## src/rtl/clkstop_pkg.sv

```systemverilog
package clkstop_pkg;

    typedef struct packed {
        logic cpu;
        logic pci;
        logic sdr;
        logic osc;
    } grp_allow_t;

    localparam int PIN_CPU = 0;
    localparam int PIN_PCI = 1;
    localparam int PIN_SDR = 2;
    localparam int PIN_PWR = 3;

    function automatic grp_allow_t decode_pins(input logic mode_i, input logic [3:0] pins_n);
        grp_allow_t a;
        if (mode_i) begin
            a = '{cpu: 1'b1, pci: 1'b1, sdr: 1'b1, osc: 1'b1};
        end else begin
            a.osc = pins_n[PIN_PWR];
            a.cpu = pins_n[PIN_PWR] & pins_n[PIN_CPU];
            a.pci = pins_n[PIN_PWR] & pins_n[PIN_PCI];
            a.sdr = pins_n[PIN_PWR] & pins_n[PIN_SDR];
        end
        return a;
    endfunction

endpackage

```

## src/rtl/clkstop_settle.sv

```systemverilog
module clkstop_settle #(
    parameter int SETTLE_CYC = 1200000,
    localparam int CW = $clog2(SETTLE_CYC + 1)
) (
    input  logic clk,
    input  logic rst,
    output logic settled
);
    logic [CW-1:0] cnt;

    always_ff @(posedge clk) begin
        if (rst) begin
            cnt     <= '0;
            settled <= 1'b0;
        end else if (!settled) begin
            if (cnt == CW'(SETTLE_CYC - 1)) begin
                settled <= 1'b1;
            end
            cnt <= cnt + 1'b1;
        end
    end
endmodule

```

## src/rtl/clkstop_edge.sv

```systemverilog
module clkstop_edge (
    input  logic clk,
    input  logic rst,
    input  logic din,
    output logic q,
    output logic rise,
    output logic fall
);
    logic s1, prev;

    always_ff @(posedge clk) begin
        if (rst) begin
            s1   <= 1'b0;
            q    <= 1'b0;
            prev <= 1'b0;
        end else begin
            s1   <= din;
            q    <= s1;
            prev <= q;
        end
    end

    assign rise = q & ~prev;
    assign fall = prev & ~q;
endmodule

```

## src/rtl/clkstop_lane.sv

```systemverilog
module clkstop_lane #(
    parameter bit USE_REF = 1'b1
) (
    input  logic clk,
    input  logic rst,
    input  logic want,
    input  logic ref_rise,
    input  logic src_fall,
    output logic run,
    output logic armed
);
    logic may_switch;

    assign may_switch = src_fall & (armed | !USE_REF);

    always_ff @(posedge clk) begin
        if (rst) begin
            run   <= 1'b0;
            armed <= 1'b0;
        end else if (want == run) begin
            armed <= 1'b0;
        end else if (may_switch) begin
            run   <= want;
            armed <= 1'b0;
        end else if (ref_rise) begin
            armed <= 1'b1;
        end
    end
endmodule

```

## src/rtl/clkstop_ctrl.sv

```systemverilog
module clkstop_ctrl
    import clkstop_pkg::*;
#(
    parameter int N_CPU      = 2,
    parameter int N_PCI      = 5,
    parameter int N_SDR      = 13,
    parameter int SETTLE_CYC = 1200000,
    localparam int N_REF_SYNC = N_CPU + N_PCI,
    localparam int N_ALL      = N_CPU + N_PCI + N_SDR
) (
    input  logic             clk,
    input  logic             rst,
    input  logic             ref_clk_in,
    input  logic             cpu_src,
    input  logic             pci_src,
    input  logic             sdr_src,
    input  logic             mode,
    input  logic [3:0]       ctl_n,
    input  logic [N_ALL-1:0] en_reg,
    output logic [N_CPU-1:0] cpu_clk,
    output logic [N_PCI-1:0] pci_clk,
    output logic [N_SDR-1:0] sdr_clk,
    output logic             ref_clk_out,
    output logic             osc_run
);
    logic       settled;
    grp_allow_t allow;
    logic       ref_q, ref_rise, ref_fall;
    logic       cpu_q, cpu_rise, cpu_fall;
    logic       pci_q, pci_rise, pci_fall;
    logic       sdr_q, sdr_rise, sdr_fall;
    logic [N_ALL-1:0] want, run, armed;
    logic       ref_run, ref_armed;
    logic [N_ALL-1:0] src_vec;

    clkstop_settle #(.SETTLE_CYC(SETTLE_CYC)) u_settle (
        .clk(clk), .rst(rst), .settled(settled));

    clkstop_edge u_ref (.clk(clk), .rst(rst), .din(ref_clk_in),
        .q(ref_q), .rise(ref_rise), .fall(ref_fall));
    clkstop_edge u_cpu (.clk(clk), .rst(rst), .din(cpu_src),
        .q(cpu_q), .rise(cpu_rise), .fall(cpu_fall));
    clkstop_edge u_pci (.clk(clk), .rst(rst), .din(pci_src),
        .q(pci_q), .rise(pci_rise), .fall(pci_fall));
    clkstop_edge u_sdr (.clk(clk), .rst(rst), .din(sdr_src),
        .q(sdr_q), .rise(sdr_rise), .fall(sdr_fall));

    assign allow   = decode_pins(mode, ctl_n);
    assign src_vec = {{N_SDR{sdr_q}}, {N_PCI{pci_q}}, {N_CPU{cpu_q}}};

    for (genvar i = 0; i < N_ALL; i++) begin : g_lane
        logic grp_ok, lane_fall;
        if (i < N_CPU) begin : g_cpu
            assign grp_ok    = allow.cpu;
            assign lane_fall = cpu_fall;
        end else if (i < N_REF_SYNC) begin : g_pci
            assign grp_ok    = allow.pci;
            assign lane_fall = pci_fall;
        end else begin : g_sdr
            assign grp_ok    = allow.sdr;
            assign lane_fall = sdr_fall;
        end
        assign want[i] = settled & en_reg[i] & grp_ok;

        clkstop_lane #(.USE_REF(i < N_REF_SYNC)) u_lane (
            .clk(clk), .rst(rst), .want(want[i]), .ref_rise(ref_rise),
            .src_fall(lane_fall), .run(run[i]), .armed(armed[i]));
    end

    clkstop_lane #(.USE_REF(1'b0)) u_ref_lane (
        .clk(clk), .rst(rst), .want(settled & allow.osc), .ref_rise(1'b0),
        .src_fall(ref_fall), .run(ref_run), .armed(ref_armed));

    always_ff @(posedge clk) begin
        if (rst) osc_run <= 1'b0;
        else     osc_run <= settled & allow.osc;
    end

    assign cpu_clk     = src_vec[N_CPU-1:0] & run[N_CPU-1:0];
    assign pci_clk     = src_vec[N_REF_SYNC-1:N_CPU] & run[N_REF_SYNC-1:N_CPU];
    assign sdr_clk     = src_vec[N_ALL-1:N_REF_SYNC] & run[N_ALL-1:N_REF_SYNC];
    assign ref_clk_out = ref_q & ref_run;
endmodule

```

## config.mk

```make
export PLATFORM = sky130hd
export DESIGN_NAME = clkstop_ctrl
export DESIGN_NICKNAME = d
export VERILOG_FILES = /design/src/rtl/clkstop_pkg.sv /design/src/rtl/clkstop_settle.sv /design/src/rtl/clkstop_edge.sv /design/src/rtl/clkstop_lane.sv /design/src/rtl/clkstop_ctrl.sv
export SDC_FILE = /design/constraint.sdc
export NUM_CORES = 1
export LEC_CHECK = 0
export BUFFER_PORTS_ARGS = -buffer_cell sky130_fd_sc_hd__buf_2
export CAP_MARGIN = 20
export CELL_PAD_IN_SITES_DETAIL_PLACEMENT = 0
export CELL_PAD_IN_SITES_GLOBAL_PLACEMENT = 2
export CORE_ASPECT_RATIO = 0.9
export CORE_MARGIN = 2
export CORE_UTILIZATION = 32
export DETAILED_ROUTE_END_ITERATION = 12
export MAX_ROUTING_LAYER = met4
export PLACE_DENSITY = 0.88
export SYNTH_ARGS = -nofsm -noshare
export SYNTH_HDL_FRONTEND = slang
export SYNTH_SLANG_ARGS = --single-unit
```

## constraint.sdc

```tcl
create_clock -name clk -period 2.3 [get_ports clk]
set_input_delay 0.115 -clock clk [delete_from_list [all_inputs] [get_ports clk]]
set_output_delay 0.115 -clock clk [all_outputs]
set_load 0.01 [all_outputs]
```

==> summary by stage <==
Status
The run finished with clean final reports.

Worst setup path
The peak fanout along the critical path is 9. The terminus of the critical flop-to-flop path is u_settle.cnt[18]. The critical path data required time is 2.52 ns.

The register-to-register setup slack is 0.40 ns. Walking the worst path, the cells encountered are ha_1 > nand4b_1 > nor3_1 > nand4_1 > mux2_2. The arrival time reported for the critical path endpoint is approximately 2.1 ns.

The worst register-to-register path begins at u_settle.cnt[0]. The most critical setup path has its endpoint at u_settle.cnt[18]. The kind of end point of the critical path is a register. The depth of the most critical reg-to-reg path is 5.

The total buffers and inverters traversed by the critical path is 0. The worst setup path is launched from a register. The kind of critical path is reg -> reg. The delay contributed by the slowest stage of the critical path is between 0.4 and 0.5 ns. The critical path startpoint is u_settle.cnt[0]. The slowest stage of the critical path belongs to the cell sky130_fd_sc_hd__nor3_1.

The kind of cell adding the most delay to the critical path is simple AND/OR/NAND/NOR gates. The critical path runs through a total of 5 cells.

Timing
For the final routed database, the setup TNS stands at 0 ns. The number of failing hold endpoints at the final stage was 0. The period utilization is 0.827. For the pin with the worst max-slew slack, the measured transition is ~0.6 ns. Setup violations remaining at the end of the flow were counted as 0. The maximum clock frequency is 526 MHz. Setup repair after global routing left no endpoint under its margin. The final hold slack is approximately 0.016 ns. The worst path needs between 1.5 and 2 ns of the cycle, external delays included. The relative slew slack is 0.597. The count of pins over their slew limit is 0. On the final layout, the worst clock skew is around 0.01 ns.

Flow run
The max-cap check violation count is 0.

Synth
Synthesis inferred 63 register bits. The post-synthesis instance area is ~2600 µm². In the synthesized netlist the dominant register cell turns out to be sky130_fd_sc_hd__dfxtp_1.

The sequential element share of the synthesized area is 0.480. The number of nets in the synthesized netlist is about 330. The post-synthesis cell count is between 200 and 300.

Counting flops with an async set or reset pin after synthesis yields a share of 0. The synthesis warning total is 0. A synthesized cell averages between 8 and 9 µm². In this run, distinct cell masters in the synthesized netlist total 33. The count of flip-flops with a built-in enable after synthesis is 0.

Detailed routing
The via density per instance is between 4 and 5. For this run, design rule violations remaining after detail routing come to 0. Wires add up to ~5600 µm. The routed via count is around 2200. In the final routed layout, each cell accounts on average for roughly 12 µm. After the first detailed-routing iteration, the DRC count stood at between 60 and 70. The first-pass iteration count of the detailed router is 4. The number of nets with antenna violations after routing is 0.

Clock network
TritonCTS built the clock tree. The total setup buffers inserted after CTS is 0. The number of gates resized after CTS is 0.

At the later pin of the worst-skew pair, clock insertion delay measures approximately 0.34 ns. The longest clock path from root to sink contains 2 buffers. The number of CTS-inserted buffers is 9. The clock drives 63 sinks. The number of hold buffers added after CTS was 4. The clock edge transition at the registers on the reported setup and hold paths is around 0.070 ns. The clock root buffer is sky130_fd_sc_hd__clkbuf_8. The number of levels the H-tree was split into is 3.

Final layout
More flip-flops sit in one register than any other, and that register is u_settle.cnt. The largest registers in the layout are u_settle.cnt x21, g_lane.u_lane.run x20, g_lane.u_lane.armed x7. Of the cells placed in the final design, the portion with a size suffix greater than 1 is 0.224.

The flip-flop count of the largest register, all copies and words added is 21. The number of filler instances in the final layout is a little over 800. The count of nets after finishing is 388. The antenna diode instance count is 0. The post-route core utilization is 0.405. The post-synthesis to final-layout area growth is 23.3%.

Pwr
In this run the static leakage power is between 1 and 1.5 nW. The maximum VDD drop is approximately 0.33 mV. In this run the power density over the cells is roughly 660 nW/µm². The total power after layout is 2.12 mW.

Floorplanning
53 I/O pins were placed. For this configuration, the core starts out at a cell density of 0.329. The overall die height is between 80 and 90 µm. The die covers just under 9000 µm². The chip width is around 99 µm. The number of placement rows is 31. The core region area is ~8000 µm².

Worst hold path
The min-delay analysis places its worst path in the category in -> reg.

Place
During placement, the flow inserted port buffers numbering 52. The routability congestion estimate from global placement is just over 0.7. Once detailed placement completed, the half-perimeter wirelength came to slightly below 4000 µm.

GRT
Entering global routing, the biggest net connects 32 pins. Across every metal layer, demand over resource in global routing totals 0.137. The initial antenna violation count came to 0. The wire length of the first global-routing pass is 9780 µm. The number of global-route vias before repair is about 2200.

Summed over all layers, the global routing overflow is 0.
-- tightest hold or removal path, stage by stage --
cell                      delay [ns]
sky130_fd_sc_hd__buf_2          0.08
sky130_fd_sc_hd__a22oi_1        0.05
sky130_fd_sc_hd__nor2_1         0.07
-- layout by cell type, fill, tap and decap left out, types with 10 or more instances in the layout --
cell type	netlist	final
sky130_fd_sc_hd__and2_1	21	21
sky130_fd_sc_hd__inv_1	10	10
sky130_fd_sc_hd__xnor2_1	13	13
sky130_fd_sc_hd__nor3_1	10	10
sky130_fd_sc_hd__nor2b_1	17	17
sky130_fd_sc_hd__nand3_1	10	10
sky130_fd_sc_hd__buf_2	0	52
sky130_fd_sc_hd__dfxtp_1	63	63
sky130_fd_sc_hd__nor2_1	39	39
sky130_fd_sc_hd__o21ai_0	14	14
sky130_fd_sc_hd__a22oi_1	13	13
sky130_fd_sc_hd__nand2_1	14	14
-- synthesized netlist by cell type, types with 3 or more instances --
library cell,number,area (µm²)
sky130_fd_sc_hd__nand3_1,10,50.1
sky130_fd_sc_hd__clkbuf_1,8,30.0
sky130_fd_sc_hd__nor3_1,10,50.1
sky130_fd_sc_hd__nor2b_1,17,106
sky130_fd_sc_hd__a22oi_1,13,97.6
sky130_fd_sc_hd__nor2_1,39,146
sky130_fd_sc_hd__a21oi_1,8,40.0
sky130_fd_sc_hd__buf_1,5,18.8
sky130_fd_sc_hd__xor2_1,6,52.6
sky130_fd_sc_hd__or3_1,8,50.1
sky130_fd_sc_hd__mux2_2,8,90.1
sky130_fd_sc_hd__o21ai_0,14,70.1
sky130_fd_sc_hd__inv_1,10,37.5
sky130_fd_sc_hd__and2_1,21,131
sky130_fd_sc_hd__dfxtp_1,63,1260
sky130_fd_sc_hd__mux2i_1,3,30.0
sky130_fd_sc_hd__nand2_1,14,52.6
sky130_fd_sc_hd__xnor2_1,13,114
sky130_fd_sc_hd__nand4_1,6,37.5
-- through the flow --
step | area [µm²] | setup slack [ns] | instances
floorplan | 2630 | 0.521 | 296
global placement | 3010 | 0.464 | 440
detailed placement | 3010 | 0.384 | 440
CTS | 3240 | 0.367 | 460
global route | 3240 | 0.136 | 460
finish | 3240 | 0.397 | 460
-- worst min path at each step --
stage / slack (ns) / from / endpoint / depth (start not counted)
floorplan: 0.24 / cpu_src / u_cpu.s1 / 1
global placement: 0.33 / ref_clk_in / u_ref.s1 / 2
detailed placement: 0.33 / sdr_src / u_sdr.s1 / 2
CTS: 0.006 / en_reg[9] / g_lane[9].u_lane.run / 3
global route: 0.0005 / en_reg[11] / g_lane[11].u_lane.run / 3
finish: 0.02 / en_reg[13] / g_lane[13].u_lane.run / 3
-- layout make-up --
cell class	count	area, µm²	share of cell area
clock buffer	11	131	0.0406
clock inverter	5	58.8	0.0182
inverter	10	37.5	0.0116
multi-input combinational	209	1270	0.392
sequential	63	1260	0.390
tap	99	124	0.0383
timing repair buffer	63	353	0.109
-- metal layers --
layer	track usage	wire length, µm	vias to the layer above
met1	0.158	2620	998
met3	0.0474	215	3
met5	-	0	-
met2	0.232	2690	40
li1	-	-	1123
met4	0.0274	27	0
-- report_power, final --
group          internal [mW]  total, mW  leakage (nW)  switching [mW]
combinational         0.0395     0.0821         0.649          0.0426
clock                  0.501      0.926        0.0895           0.425
sequential              1.10       1.11         0.510          0.0105
total                   1.64       2.12          1.25           0.478
-- logic make-up after synthesis --
logic type,count (synthesis),synth area share
and+or+nand+nor,140,0.282
DFF,63,0.480
AOI/OAI and AO/OA,38,0.0882
buffers and inverters,24,0.0358
xor gates and xnor gates,19,0.0634
muxes,11,0.0458
adders and majority gates,1,0.00477
No activity file was read; power rests on OpenSTA's default activity.
